===== config.mk =====
export PLATFORM = sky130hd
export DESIGN_NAME = wide_reg_bridge
export DESIGN_NICKNAME = d
export VERILOG_FILES = /design/src/rtl/wide_reg_bridge_pkg.sv /design/src/rtl/wide_reg_bridge_decode.sv /design/src/rtl/wide_reg_bridge_host.sv /design/src/rtl/wide_reg_bridge_regs.sv /design/src/rtl/wide_reg_bridge_engine.sv /design/src/rtl/wide_reg_bridge.sv
export SDC_FILE = /design/constraint.sdc
export NUM_CORES = 1
export LEC_CHECK = 0
export BUFFER_PORTS_ARGS = -buffer_cell sky130_fd_sc_hd__buf_2
export CORE_ASPECT_RATIO = 0.8
export CORE_MARGIN = 5
export CORE_UTILIZATION = 46
export CTS_CLUSTER_DIAMETER = 80
export DETAILED_ROUTE_END_ITERATION = 8
export PLACE_DENSITY = 0.82
export SETUP_SLACK_MARGIN = 0.3
export SLEW_MARGIN = 30
export SYNTH_ARGS = -nofsm -noshare
export SYNTH_HDL_FRONTEND = slang
export SYNTH_SLANG_ARGS = --single-unit

===== constraint.sdc =====
create_clock -name clk -period 4.8 [get_ports clk]
set_clock_uncertainty 0.05 [all_clocks]
set_input_delay 0.96 -clock clk [delete_from_list [all_inputs] [get_ports clk]]
set_output_delay 0.96 -clock clk [all_outputs]
set_load 0.02 [all_outputs]

===== src/rtl/wide_reg_bridge_pkg.sv =====
package wide_reg_bridge_pkg;

  localparam logic [7:0] OFF_HI     = 8'h00;
  localparam logic [7:0] OFF_LO     = 8'h04;
  localparam logic [7:0] OFF_CMD    = 8'h08;
  localparam logic [7:0] OFF_CLR    = 8'h18;
  localparam logic [7:0] OFF_STAT   = 8'h1C;
  localparam logic [7:0] OFF_IRQEN  = 8'h20;

  localparam int CMD_DIR_BIT  = 31;
  localparam int STAT_ERR_BIT = 31;
  localparam int STAT_BSY_BIT = 0;

  typedef enum logic [2:0] {
    SEL_NONE,
    SEL_HI,
    SEL_LO,
    SEL_CMD,
    SEL_CLR,
    SEL_STAT,
    SEL_IRQEN
  } win_sel_e;

  typedef enum logic [1:0] {
    ENG_IDLE,
    ENG_ISSUE,
    ENG_WAIT
  } eng_state_e;

endpackage


===== src/rtl/wide_reg_bridge_decode.sv =====
module wide_reg_bridge_decode
  import wide_reg_bridge_pkg::*;
#(
  parameter int HAW = 8
) (
  input  logic [HAW-1:0] addr,
  output win_sel_e       sel,
  output logic           gated
);

  localparam int HI_W = (HAW > 8) ? HAW - 8 : 1;

  logic upper_zero;

  generate
    if (HAW > 8) begin : g_wide
      assign upper_zero = (addr[HAW-1:8] == '0);
    end else begin : g_narrow
      assign upper_zero = 1'b1;
    end
  endgenerate

  always_comb begin
    sel = SEL_NONE;
    if (upper_zero) begin
      case (addr[7:0])
        OFF_HI:    sel = SEL_HI;
        OFF_LO:    sel = SEL_LO;
        OFF_CMD:   sel = SEL_CMD;
        OFF_CLR:   sel = SEL_CLR;
        OFF_STAT:  sel = SEL_STAT;
        OFF_IRQEN: sel = SEL_IRQEN;
        default:   sel = SEL_NONE;
      endcase
    end
  end

  // words that must wait while an internal access is in flight
  assign gated = (sel == SEL_HI) || (sel == SEL_LO) || (sel == SEL_CMD);

  logic [HI_W-1:0] unused_w;
  assign unused_w = '0;

endmodule


===== src/rtl/wide_reg_bridge_host.sv =====
module wide_reg_bridge_host #(
  parameter int HDW = 32
) (
  input  logic           clk,
  input  logic           rst_n,
  input  logic           req_valid,
  output logic           req_ready,
  input  logic           req_write,
  input  logic           stall,
  input  logic [HDW-1:0] rd_data,
  input  logic           rd_err,
  output logic           accept,
  output logic           rsp_valid,
  input  logic           rsp_ready,
  output logic [HDW-1:0] rsp_rdata,
  output logic           rsp_err
);

  logic           pend_q;
  logic [HDW-1:0] data_q;
  logic           err_q;

  assign req_ready = !pend_q && !stall;
  assign accept    = req_valid && req_ready;

  always_ff @(posedge clk or negedge rst_n) begin
    if (!rst_n) begin
      pend_q <= 1'b0;
      data_q <= '0;
      err_q  <= 1'b0;
    end else if (accept) begin
      pend_q <= 1'b1;
      data_q <= (req_write || rd_err) ? '0 : rd_data;
      err_q  <= rd_err;
    end else if (pend_q && rsp_ready) begin
      pend_q <= 1'b0;
    end
  end

  assign rsp_valid = pend_q;
  assign rsp_rdata = data_q;
  assign rsp_err   = err_q;

endmodule


===== src/rtl/wide_reg_bridge_regs.sv =====
module wide_reg_bridge_regs
  import wide_reg_bridge_pkg::*;
#(
  parameter int HDW = 32,
  localparam int IDW = 2 * HDW
) (
  input  logic           clk,
  input  logic           rst_n,
  input  logic           accept,
  input  logic           req_write,
  input  win_sel_e       sel,
  input  logic [HDW-1:0] wdata,
  input  logic           busy,
  input  logic           done,
  input  logic           done_rd,
  input  logic           done_err,
  input  logic [IDW-1:0] done_rdata,
  output logic [HDW-1:0] rd_data,
  output logic           rd_err,
  output logic           start,
  output logic [HDW-1:0] cmd_word,
  output logic [IDW-1:0] wide_wdata,
  output logic           err_flag,
  output logic           irq
);

  logic [HDW-1:0] hi_q, lo_q, cmd_q;
  logic           err_q, irqen_q;
  logic           wr_acc, err_set, err_clr;

  assign wr_acc  = accept && req_write;
  assign start   = wr_acc && (sel == SEL_CMD);
  assign err_set = done && done_err;
  assign err_clr = wr_acc && (sel == SEL_CLR);

  always_ff @(posedge clk or negedge rst_n) begin
    if (!rst_n) begin
      hi_q    <= '0;
      lo_q    <= '0;
      cmd_q   <= '0;
      err_q   <= 1'b0;
      irqen_q <= 1'b0;
    end else begin
      if (done && done_rd && !done_err) begin
        hi_q <= done_rdata[IDW-1:HDW];
        lo_q <= done_rdata[HDW-1:0];
      end else begin
        if (wr_acc && sel == SEL_HI) hi_q <= wdata;
        if (wr_acc && sel == SEL_LO) lo_q <= wdata;
      end
      if (start) cmd_q <= wdata;
      if (wr_acc && sel == SEL_IRQEN) irqen_q <= wdata[0];
      // a fresh error outranks a clear in the same cycle
      if (err_set)      err_q <= 1'b1;
      else if (err_clr) err_q <= 1'b0;
    end
  end

  always_comb begin
    rd_data = '0;
    rd_err  = 1'b0;
    case (sel)
      SEL_HI:    rd_data = hi_q;
      SEL_LO:    rd_data = lo_q;
      SEL_CMD:   rd_data = cmd_q;
      SEL_STAT: begin
        rd_data[STAT_ERR_BIT] = err_q;
        rd_data[STAT_BSY_BIT] = busy;
      end
      SEL_IRQEN: rd_data[0] = irqen_q;
      SEL_CLR:   rd_data = '0;
      default:   rd_err = 1'b1;
    endcase
  end

  assign cmd_word   = wdata;
  assign wide_wdata = {hi_q, lo_q};
  assign err_flag   = err_q;
  assign irq        = err_q && irqen_q;

endmodule


===== src/rtl/wide_reg_bridge_engine.sv =====
module wide_reg_bridge_engine
  import wide_reg_bridge_pkg::*;
#(
  parameter int HDW = 32,
  parameter int IAW = 20,
  parameter int IDX_W = 8,
  parameter logic [IAW-1:0] REGION_BASE = 20'h70000,
  localparam int IDW = 2 * HDW
) (
  input  logic           clk,
  input  logic           rst_n,
  input  logic [IAW-1:0] inst_base,
  input  logic           start,
  input  logic [HDW-1:0] cmd_word,
  input  logic [IDW-1:0] wide_wdata,
  output logic           busy,
  output logic           done,
  output logic           done_rd,
  output logic           i_req_valid,
  input  logic           i_req_ready,
  output logic           i_req_write,
  output logic [IAW-1:0] i_req_addr,
  output logic [IDW-1:0] i_req_wdata,
  input  logic           i_rsp_valid
);

  eng_state_e     state_q;
  logic           wr_q;
  logic [IAW-1:0] addr_q;
  logic [IDW-1:0] wd_q;
  logic [IAW-1:0] addr_nxt;

  assign addr_nxt = REGION_BASE + inst_base +
                    {{(IAW-IDX_W){1'b0}}, cmd_word[IDX_W-1:0]};

  always_ff @(posedge clk or negedge rst_n) begin
    if (!rst_n) begin
      state_q <= ENG_IDLE;
      wr_q    <= 1'b0;
      addr_q  <= '0;
      wd_q    <= '0;
    end else begin
      case (state_q)
        ENG_IDLE: if (start) begin
          state_q <= ENG_ISSUE;
          wr_q    <= cmd_word[CMD_DIR_BIT];
          addr_q  <= addr_nxt;
          wd_q    <= wide_wdata;
        end
        ENG_ISSUE: if (i_req_ready) state_q <= ENG_WAIT;
        ENG_WAIT:  if (i_rsp_valid) state_q <= ENG_IDLE;
        default:   state_q <= ENG_IDLE;
      endcase
    end
  end

  assign busy        = (state_q != ENG_IDLE);
  assign done        = (state_q == ENG_WAIT) && i_rsp_valid;
  assign done_rd     = !wr_q;
  assign i_req_valid = (state_q == ENG_ISSUE);
  assign i_req_write = wr_q;
  assign i_req_addr  = addr_q;
  assign i_req_wdata = wd_q;

endmodule


===== src/rtl/wide_reg_bridge.sv =====
module wide_reg_bridge
  import wide_reg_bridge_pkg::*;
#(
  parameter int HAW = 8,
  parameter int HDW = 32,
  parameter int IAW = 20,
  parameter int IDX_W = 8,
  parameter logic [IAW-1:0] REGION_BASE = 20'h70000,
  localparam int IDW = 2 * HDW
) (
  input  logic           clk,
  input  logic           rst_n,
  input  logic [IAW-1:0] inst_base,
  input  logic           h_req_valid,
  output logic           h_req_ready,
  input  logic           h_req_write,
  input  logic [HAW-1:0] h_req_addr,
  input  logic [HDW-1:0] h_req_wdata,
  output logic           h_rsp_valid,
  input  logic           h_rsp_ready,
  output logic [HDW-1:0] h_rsp_rdata,
  output logic           h_rsp_err,
  output logic           i_req_valid,
  input  logic           i_req_ready,
  output logic           i_req_write,
  output logic [IAW-1:0] i_req_addr,
  output logic [IDW-1:0] i_req_wdata,
  input  logic           i_rsp_valid,
  input  logic [IDW-1:0] i_rsp_rdata,
  input  logic           i_rsp_err,
  output logic           irq_o
);

  win_sel_e       sel;
  logic           gated, stall, accept;
  logic [HDW-1:0] rd_data;
  logic           rd_err;
  logic           start;
  logic [HDW-1:0] cmd_word;
  logic [IDW-1:0] wide_wdata;
  logic           busy, eng_done, done_rd, err_flag;

  wide_reg_bridge_decode #(.HAW(HAW)) u_dec (
    .addr  (h_req_addr),
    .sel   (sel),
    .gated (gated)
  );

  assign stall = busy && gated;

  wide_reg_bridge_host #(.HDW(HDW)) u_host (
    .clk       (clk),
    .rst_n     (rst_n),
    .req_valid (h_req_valid),
    .req_ready (h_req_ready),
    .req_write (h_req_write),
    .stall     (stall),
    .rd_data   (rd_data),
    .rd_err    (rd_err),
    .accept    (accept),
    .rsp_valid (h_rsp_valid),
    .rsp_ready (h_rsp_ready),
    .rsp_rdata (h_rsp_rdata),
    .rsp_err   (h_rsp_err)
  );

  wide_reg_bridge_regs #(.HDW(HDW)) u_regs (
    .clk        (clk),
    .rst_n      (rst_n),
    .accept     (accept),
    .req_write  (h_req_write),
    .sel        (sel),
    .wdata      (h_req_wdata),
    .busy       (busy),
    .done       (eng_done),
    .done_rd    (done_rd),
    .done_err   (i_rsp_err),
    .done_rdata (i_rsp_rdata),
    .rd_data    (rd_data),
    .rd_err     (rd_err),
    .start      (start),
    .cmd_word   (cmd_word),
    .wide_wdata (wide_wdata),
    .err_flag   (err_flag),
    .irq        (irq_o)
  );

  wide_reg_bridge_engine #(
    .HDW(HDW), .IAW(IAW), .IDX_W(IDX_W), .REGION_BASE(REGION_BASE)
  ) u_eng (
    .clk         (clk),
    .rst_n       (rst_n),
    .inst_base   (inst_base),
    .start       (start),
    .cmd_word    (cmd_word),
    .wide_wdata  (wide_wdata),
    .busy        (busy),
    .done        (eng_done),
    .done_rd     (done_rd),
    .i_req_valid (i_req_valid),
    .i_req_ready (i_req_ready),
    .i_req_write (i_req_write),
    .i_req_addr  (i_req_addr),
    .i_req_wdata (i_req_wdata),
    .i_rsp_valid (i_rsp_valid)
  );

endmodule


After elaboration in Yosys (flattened, before gate mapping)
Cells that the tools add are included.

Muxes and demuxes: 18. Add/sub/neg operators: 2. Eq/ne operators: 16. Reductions and logical operators: 32.

Operators with widths (number): $mux 32 (5); $pmux 30 s3 (1); $add 19x20->20 const A (1); $add 20x8->20 (1); $pmux 3 s6 (1); $eq 8x5->1 const B (2); $logic_and 1x1->1 (15); $reduce_bool 2->1 (5); $eq 3x3->1 const B (3); $eq 8x3->1 const B (1); $eq 8x4->1 const B (1); $eq 8x6->1 const B (1); $logic_not 8->1 (1); $eq 3x2->1 const B (2); $mux 2 (3); $pmux 2 s3 (1); $reduce_or 6->1 (1); $mux 1 (5); $pmux 1 s5 (1); $logic_not 1->1 (4); $ne 2x2->1 const B (2); $pmux 1 s4 (1); $eq 3x1->1 const B (1); $logic_or 1x1->1 (3); 6 further kinds (6).

Word-level logic and storage cells: 80. Bits in registers: 219. Output and inout port bits: 122. Input bits: 132.

Logic depth before layout (Yosys ltp)
Gate-level depths: netlist of run 1.

Depth after elaboration: 13. Depth in mapped cells: 9. Mapped depth without buffers: 9.

Modules after synthesis
A second synthesis of run 1 with hierarchy kept.

Cells, all modules: 1150. Area, all modules: 11218.3 um^2.

By module, submodules not included: wide_reg_bridge_regs (area an instance 5709.2 um^2, times used 1, cells each 596, seq. area each 2452.4 um^2); wide_reg_bridge_engine (area an instance 3842.4 um^2, times used 1, cells each 428, seq. area each 2177.1 um^2); wide_reg_bridge_host (area an instance 1557.7 um^2, times used 1, cells each 113, seq. area each 850.8 um^2); wide_reg_bridge_decode (area an instance 102.6 um^2, times used 1, cells each 12, seq. area each 0.0 um^2); wide_reg_bridge (area an instance 6.3 um^2, times used 1, cells each 1, seq. area each 0.0 um^2).

Worst setup path after synthesis of run 1
OpenSTA, ideal clock, no wires.

Path type: input-to-output. From: input port h_req_addr[1]. To: output port h_req_ready. Path buffers: 1. Arrival: 2.073 ns. Path slack: 1.717 ns. Cell stages on the path: 4. Required time: 3.790 ns. Path through: or4_1 -> buf_2 -> nor3_4 -> a31oi_1.

Longest elaborated chain between the ends: 8. Elaborated cells between the ends (all ways): 15. Those cells by class: 8 x eq/ne; 1 x mux; 6 x reduce/logical.

Ends and longest elaborated chain: start: declaration (line wide_reg_bridge.sv:17) `input logic [HAW-1:0] h_req_addr,`; $eq 8x6->1 (tied with other cells) (line wide_reg_bridge_decode.sv:26) `case (addr[7:0])`; $pmux 3 s6 (*) (line wide_reg_bridge_decode.sv:26); $eq 3x1->1 / $eq 3x2->1 (equally long branches) (line wide_reg_bridge_decode.sv:39) `assign gated = (sel == SEL_HI) || (sel == SEL_LO) || (sel == SEL_CMD);`; $logic_or 1x1->1 (line wide_reg_bridge_decode.sv:39); $logic_or 1x1->1 (*) (line wide_reg_bridge_decode.sv:39); $logic_and 1x1->1 (*) (line wide_reg_bridge.sv:49) `assign stall = busy && gated;`; $logic_not 1->1 (*) (line wide_reg_bridge_host.sv:23) `assign req_ready = !pend_q && !stall;`; $logic_and 1x1->1 (*) (line wide_reg_bridge_host.sv:23); end: declaration (line wide_reg_bridge.sv:15) `output logic h_req_ready,`.

Every way passes the cells marked *; elsewhere a longest branch is shown, timed or not.

Worst setup path in the final report of run 1
Ends and elaborated chain as after synthesis.

==> flow_summary_export.csv, run 1 <==
group,metric,value,unit
power,power.density,331,nW/um^2
synthesis,synthesis.area,10200,um^2
finish,final_nets,1464,
clocking,clockBufferDepth,3,
synthesis,synth.avg_cell_area,9.21,um^2
timing,setup_viol,0,
synthesis,synth_nets,1244,
worst_setup_path,cpMostUsedCell,"buf_2",
run_status,status,"finished clean",
worst_setup_path,worstPathArrival,2530,ps
finish,areaGrowthSynthToFinish,22.1,%
floorplanning,die_y,143,um
clocking,cts_max_level,1,
power,p_sw,1.01,mW
routing,first_pass_iters,6,
power,p_comb_share,9.5,%
floorplanning,dieWidth,176,um
synthesis,synth_area_leader_cell,"dfrtp_1",
worst_setup_path,critPathBufInv,2,
timing,timing.fmax,0.283,GHz
synthesis,yosys.area.top_type_share,53.9,%
place,preCtsSetupSlack,1110,ps
power,irDropWorstVdd,0.286,mV
worst_setup_path,crit_required,3790,ps
clocking,clock_latency,510,ps
clocking,root_buffer,"clkbuf_16",
flow_run,drv_cap,0,
synthesis,seq_area_frac_synth,53.9,%
power,power.leakage,6.57,nW
floorplanning,io_pins,254,
worst_setup_path,crit_chain,"buf_2, or4_1, nor3_4, a31oi_1, buf_2",
place,placed_area,11600,um^2
worst_setup_path,path_delay_family,"simple AND/OR/NAND/NOR gates",
place,io_buffers,253,
synthesis,ys_seq_elements,219,
global_routing,track_usage,22.9,%
worst_setup_path,crit_start,"h_req_addr[1]",
finish,layout-drive-gt1-share,23.5,%
synthesis,synth_cell_type_count,51,
global_routing,grt-ovfl-total,0,
worst_setup_path,max_stage_delay,700,ps
timing,tns,0,ps
finish,final_cell_area,12400,um^2
clocking,cts_sinks,219,
timing,drv_slew,0,
clocking,post_cts_buffers,0,
floorplanning,start_util,46.9,%
worst_setup_path,rr_endpoint,"u_eng.i_req_addr[18]$_DFFE_PN0P_",
finish,fillers,1877,
timing,worst_pin_slew,863,ps
timing,post-route-period-util,73.7,%
timing,hold_viol,0,
worst_hold_path,hp-class,"in -> async",
synthesis,synth-edff-count,0,
global_routing,grt_pass1_wl,46.8,mm
floorplanning,core-area,21700,um^2
clocking,cts_tree,"done",
synthesis,syn_inst,1103,
power,clkPwrFrac,42.4,%
global_routing,grt_max_degree,129,
routing,drtIter0Drc,513,
power,seqPwrFrac,48.1,%
routing,routed_wl,29.2,mm
floorplanning,dieArea,25200,um^2
clocking,path_clk_slew,60,ps
clocking,cts_resized,0,
routing,drc_errors,0,
floorplanning,rows,48,
worst_setup_path,crit_fanout,7,
synthesis,async_reset_ff_share,100,%
power,internal_power,3.10,mW
worst_setup_path,start_kind,"primary input",
worst_setup_path,critical_path_class,"in -> out",
timing,max_slew_margin,42.3,%
timing,rsz0062_at_grt,"no",
place,globalplace.congestion,0.828,
worst_setup_path,cpMaxStageDelayCell,"or4_1",
place,placed_cells,1597,
clocking,cts_hold_buf,0,
global_routing,antenna_found_initial,3,
worst_setup_path,end_kind,"primary output",
routing,routed_via_density,5.28,
worst_setup_path,reg2regPathDepth,8,
global_routing,grt_pass1_vias,8804,
worst_setup_path,r2r_slack,1890,ps
routing,post_drt_wl_per_cell,17.8,um
power,switching_share,24.5,%
synthesis,synth.area.top_cells,"dfrtp_1 (54%), nand2_1 (13%), mux2i_1 (9.4%)",
timing,worst_slack,1260,ps
synthesis,yosys_warnings,0,
timing,fin_crit,3540,ps
place,hpwl,19.7,mm
synthesis,synth_flop_cell,"dfrtp_1",
routing,ant_nets,0,
routing,vias,8663,
timing,holdWs,331,ps
finish,instances_no_fill,1640,
clocking,cts_buffers,23,
worst_setup_path,r2r-start,"u_host.rsp_valid$_DFFE_PN0P_",
-- routing by layer --
layer  wire length [um]  vias to the layer above  part of all wire (%)  track usage, %
met4                648                        4                   2.2            6.19
met5                 21                        -                 0.072               0
li1                   -                     4115                     -               -
met3               2560                       62                   8.8            6.30
met2              13800                      316                    47            37.8
met1              12100                     4166                    42            30.1
-- cell type report --
type,count,area (um^2),share of cell area (%)
Inverter,7,26.3,0.212
Clock buffer,34,677,5.46
Clock inverter,7,62.6,0.504
Multi-Input combinational cell,804,4330,34.9
Sequential cell,219,5480,44.2
Timing Repair Buffer,268,1460,11.8
Antenna cell,1,2.50,0.0202
Tap cell,300,375,3.03
-- kinds of logic after synthesis --
logic type	after synthesis	synth area share, %
buffers and inverters	80	3.67
xor gates and xnor gates	17	1.47
adders and majority gates	10	1.28
AOI/OAI and AO/OA	184	10.4
DFF	219	53.9
and+or+nand+nor	496	19.7
muxes	97	9.58
-- sequential cells by signal (all words and copies together) (netlist names) --
| register | flops |
|---|---|
| u_eng.i_req_wdata | 64 |
| u_host.rsp_rdata | 32 |
| u_regs.cmd_q | 32 |
| u_regs.hi_q | 32 |
| u_regs.lo_q | 32 |
| u_eng.i_req_addr | 20 |
| u_eng.state_q | 2 |
| u_eng.i_req_write | 1 |
| u_host.rsp_err | 1 |
| u_host.rsp_valid | 1 |
| u_regs.err_flag | 1 |
| u_regs.irqen_q | 1 |
-- per-stage QoR --
step | power, mW | util, %
floorplan | 2.21 | -
global placement | 2.38 | 53.7
detailed placement | 2.40 | 53.7
CTS | 4.14 | 57.1
global route | 4.28 | 57.2
finish | 4.11 | 57.2
-- synthesized netlist by cell type (3+ instances only) --
master,instances
a31oi_1,3
ha_1,8
buf_1,3
inv_1,7
nand3_1,8
xor2_1,8
nand2_1,353
a21oi_1,102
nor2_1,103
buf_8,3
a211oi_1,3
nor3_1,4
mux2i_1,95
xnor2_1,9
o31ai_1,33
dfrtp_1,219
nand2b_1,3
buf_2,10
o21ai_0,30
clkbuf_1,53
buf_6,3
-- layout by cell type (no fill, tap or decap), drive strengths merged, types with 5 or more instances in the layout --
master | synthesis | routed
o31ai | 33 | 33
nor3 | 6 | 6
o21ai | 30 | 30
nand2 | 353 | 353
ha | 8 | 8
a21oi | 102 | 102
buf | 20 | 268
xnor2 | 9 | 9
xor2 | 8 | 8
clkinv | 0 | 5
nor2 | 103 | 103
dfrtp | 219 | 219
nand3 | 9 | 9
clkbuf | 53 | 34
inv | 7 | 7
mux2i | 95 | 95
-- power by group through the flow --
stage	Clock, mW	Combinational [mW]	Sequential, mW
floorplan	0	0.200	2.00
global placement	0	0.375	2.01
detailed placement	0	0.387	2.01
CTS	1.78	0.389	1.98
global route	1.86	0.435	1.99
finish	1.74	0.390	1.98
-- worst max-delay path by stage --
stage               depth (start not counted)                          endpoint
CTS                                         5                       h_req_ready
floorplan                                   4                       h_req_ready
global placement                            6  u_host.rsp_rdata[10]$_DFFE_PN0P_
detailed placement                          6   u_host.rsp_rdata[1]$_DFFE_PN0P_
global route                                5                       h_req_ready
finish                                      5                       h_req_ready
Note: power is estimated with default switching activity, not from simulation.
==> run 2, diff against run 1 <==
Settings changed: ABC_AREA from default to 1, PLACE_DENSITY 0.82 to 0.84.
Clock period 4.8 ns to 2.8 ns, I/O delays scaled along.
==> run 2 against run 1 <==
  * Utilization grew 0.91 points
  * Synthesized cell count grew 29%
  * Critical endpoint unchanged
  * Largest cell class unchanged
  * Largest power group unchanged
  * Combinational power grew 52%
  * Die area grew 4.6%
  * Design area grew 6.0%
==> flow_summary_export.csv, run 2 <==
group,metric,value,unit
run_status,status,"finished clean",
clocking,cts_sinks,219,
synthesis,synth_cell_type_count,32,
global_routing,track_usage,25.0,%
synthesis,ys_seq_elements,219,
synthesis,synth-edff-count,0,
worst_setup_path,critical_path_class,"reg -> out",
timing,worst_pin_slew,954,ps
routing,first_pass_iters,5,
floorplanning,dieArea,26300,um^2
power,power.leakage,7.85,nW
synthesis,synth.avg_cell_area,7.48,um^2
routing,routed_wl,33.8,mm
synthesis,synthesis.area,10700,um^2
routing,vias,10260,
place,globalplace.congestion,0.857,
timing,fin_crit,2300,ps
timing,rsz0062_at_grt,"no",
clocking,cts_buffers,24,
floorplanning,start_util,47.1,%
global_routing,grt-ovfl-total,0,
routing,post_drt_wl_per_cell,17.0,um
synthesis,synth.area.top_cells,"dfrtp_1 (51%), nand2_1 (24%), nand3_1 (6.4%)",
synthesis,async_reset_ff_share,100,%
timing,drv_slew,0,
worst_setup_path,end_kind,"primary output",
floorplanning,die_y,146,um
worst_setup_path,worstPathArrival,1690,ps
finish,layout_common_cells,"nand2_1 (678), buf_2 (252), dfrtp_1 (219)",
clocking,cts_tree,"done",
finish,layout-drive-gt1-share,20.2,%
clocking,clock_latency,520,ps
synthesis,synthTopCellsByCount,"nand2_1 (681), dfrtp_1 (219), nand3_1 (137)",
worst_setup_path,start_kind,"flip-flop",
synthesis,synth_nets,1566,
synthesis,synth_fa_ha_area_share,1.13,%
global_routing,grt_max_degree,106,
timing,timing.fmax,0.436,GHz
synthesis,yosys_warnings,0,
synthesis,synth_top_family_by_area,"simple AND/OR/NAND/NOR gates",
finish,final_common_cell,"nand2_1",
worst_hold_path,hp-class,"in -> reg",
routing,ant_nets,0,
global_routing,grt_pass1_vias,10056,
floorplanning,rows,49,
synthesis,synth_area_leader_cell,"dfrtp_1",
finish,final_nets,1804,
place,hpwl,23.4,mm
routing,drtIter0Drc,917,
routing,drc_errors,0,
synthesis,synth_flop_cell,"dfrtp_1",
synthesis,synthXorXnorAreaFrac,0.740,%
synthesis,seq_area_frac_synth,51.4,%
finish,largest_reg_flops,64,
finish,areaGrowthSynthToFinish,23.5,%
power,irDropWorstVdd,0.408,mV
synthesis,synth_mux_area_share,0,%
synthesis,synthSimpleGateAreaFrac,33.3,%
global_routing,grt_pass1_wl,53.9,mm
timing,max_slew_margin,36.3,%
routing,routed_via_density,5.16,
flow_run,drv_cap,0,
timing,hold_viol,0,
clocking,post_cts_buffers,0,
clocking,path_clk_slew,60,ps
clocking,root_buffer,"clkbuf_16",
global_routing,antenna_found_initial,5,
timing,tns,0,ps
worst_setup_path,crit_fanout,3,
synthesis,synth-compound-area-share,5.70,%
synthesis,syn_inst,1425,
worst_setup_path,crit_required,2190,ps
synthesis,yosys.area.top_type_share,51.4,%
place,placed_area,12300,um^2
timing,holdWs,162,ps
clocking,clockBufferDepth,3,
synthesis,yosysMostFrequentCell,"nand2_1",
floorplanning,io_pins,254,
power,power.density,538,nW/um^2
floorplanning,core-area,22600,um^2
place,io_buffers,253,
finish,final_cell_area,13200,um^2
timing,setup_viol,0,
finish,fillers,2056,
timing,post-route-period-util,82.0,%
floorplanning,dieWidth,180,um
clocking,cts_max_level,1,
run 2: cell count changes after synthesis, moves of 14 or more:
cell | before | now
clkbuf_1 | 53 | 25
o21ai_1 | 0 | 22
inv_1 | 7 | 119
mux2i_1 | 95 | 0
o21ai_0 | 30 | 87
o31ai_1 | 33 | 2
a21oi_1 | 102 | 5
buf_4 | 1 | 15
nand2_1 | 353 | 681
nor2_1 | 103 | 33
nand3_1 | 8 | 137
buf_2 | 10 | 28
run 2: stage by stage:
stage          utilization (%)  setup slack [ps]  std cells  total power, mW
5_1_grt                   58.1               462       1988             7.36
3_3_place_gp              54.6               401       1942             3.96
4_1_cts                   58.1               520       1986             7.14
2_1_floorplan                -               717       1425             3.66
6_report                  58.1               505       1988             7.08
3_5_place_dp              54.6               361       1942             3.98
run 2: repair_timing:
action                                 in CTS  in global routing
resized for setup                           0                  0
setup endpoints to repair                   0                  0
endpoints found under the hold margin      52                  0
hold buffers                                1                  0
run 2: cell families (layout without fill, tap and decap cells):
kind of cell	Yosys count	after routing
other	0	2
buffers and inverters	193	448
AOI/OAI and AO/OA	119	119
and+or+nand+nor	876	876
DFF	219	219
xor gates and xnor gates	9	9
adders and majority gates	9	9
run 2: cell type report:
| class | instances | area (um^2) | share of cell area [%] |
|---|---|---|---|
| Inverter | 121 | 454 | 3.45 |
| Multi-Input combinational cell | 1013 | 4430 | 33.7 |
| Antenna cell | 2 | 5.00 | 0.0381 |
| Timing Repair Buffer | 284 | 1610 | 12.3 |
| Tap cell | 306 | 383 | 2.91 |
| Sequential cell | 219 | 5480 | 41.7 |
| Clock inverter | 7 | 75.1 | 0.571 |
| Clock buffer | 36 | 716 | 5.44 |
run 2: worst max-delay path: stages, from the launching register on:
cell and delay [ps]:
dfrtp_1 400, inv_1 100, nand2_1 160, a31oi_1 280
buf_2 240
run 2: where the power goes:
group,internal [mW],switching [mW]
sequential,3.26,0.0768
combinational,0.212,0.381
clock,1.86,1.29
run 2: final timing paths:
| path | start | endpoint | slack, ps | depth (start not counted) |
|---|---|---|---|---|
| setup / recovery | u_eng.state_q[0]$_DFFE_PN0P_ | h_req_ready | 500 | 4 |
| hold reg to reg | u_eng.i_req_wdata[20]$_DFFE_PN0P_ | u_eng.i_req_wdata[20]$_DFFE_PN0P_ | 410 | 2 |
| min in group asynchronous | rst_n | u_regs.lo_q[9]$_DFFE_PN0P_ | 510 | 2 |
| hold / removal | h_rsp_ready | u_host.rsp_valid$_DFFE_PN0P_ | 160 | 2 |
| setup reg to reg | u_eng.state_q[0]$_DFFE_PN0P_ | u_host.rsp_rdata[22]$_DFFE_PN0P_ | 770 | 7 |
| max in group asynchronous | rst_n | u_eng.i_req_addr[17]$_DFFE_PN0P_ | 1360 | 3 |
run 2: routing by layer:
metal	vias to the layer above	wire length [um]	track usage (%)
met4	6	776	5.90
met5	-	41	0
met3	71	3120	6.37
met2	451	15000	39.1
li1	4917	-	-
met1	4815	14800	35.4
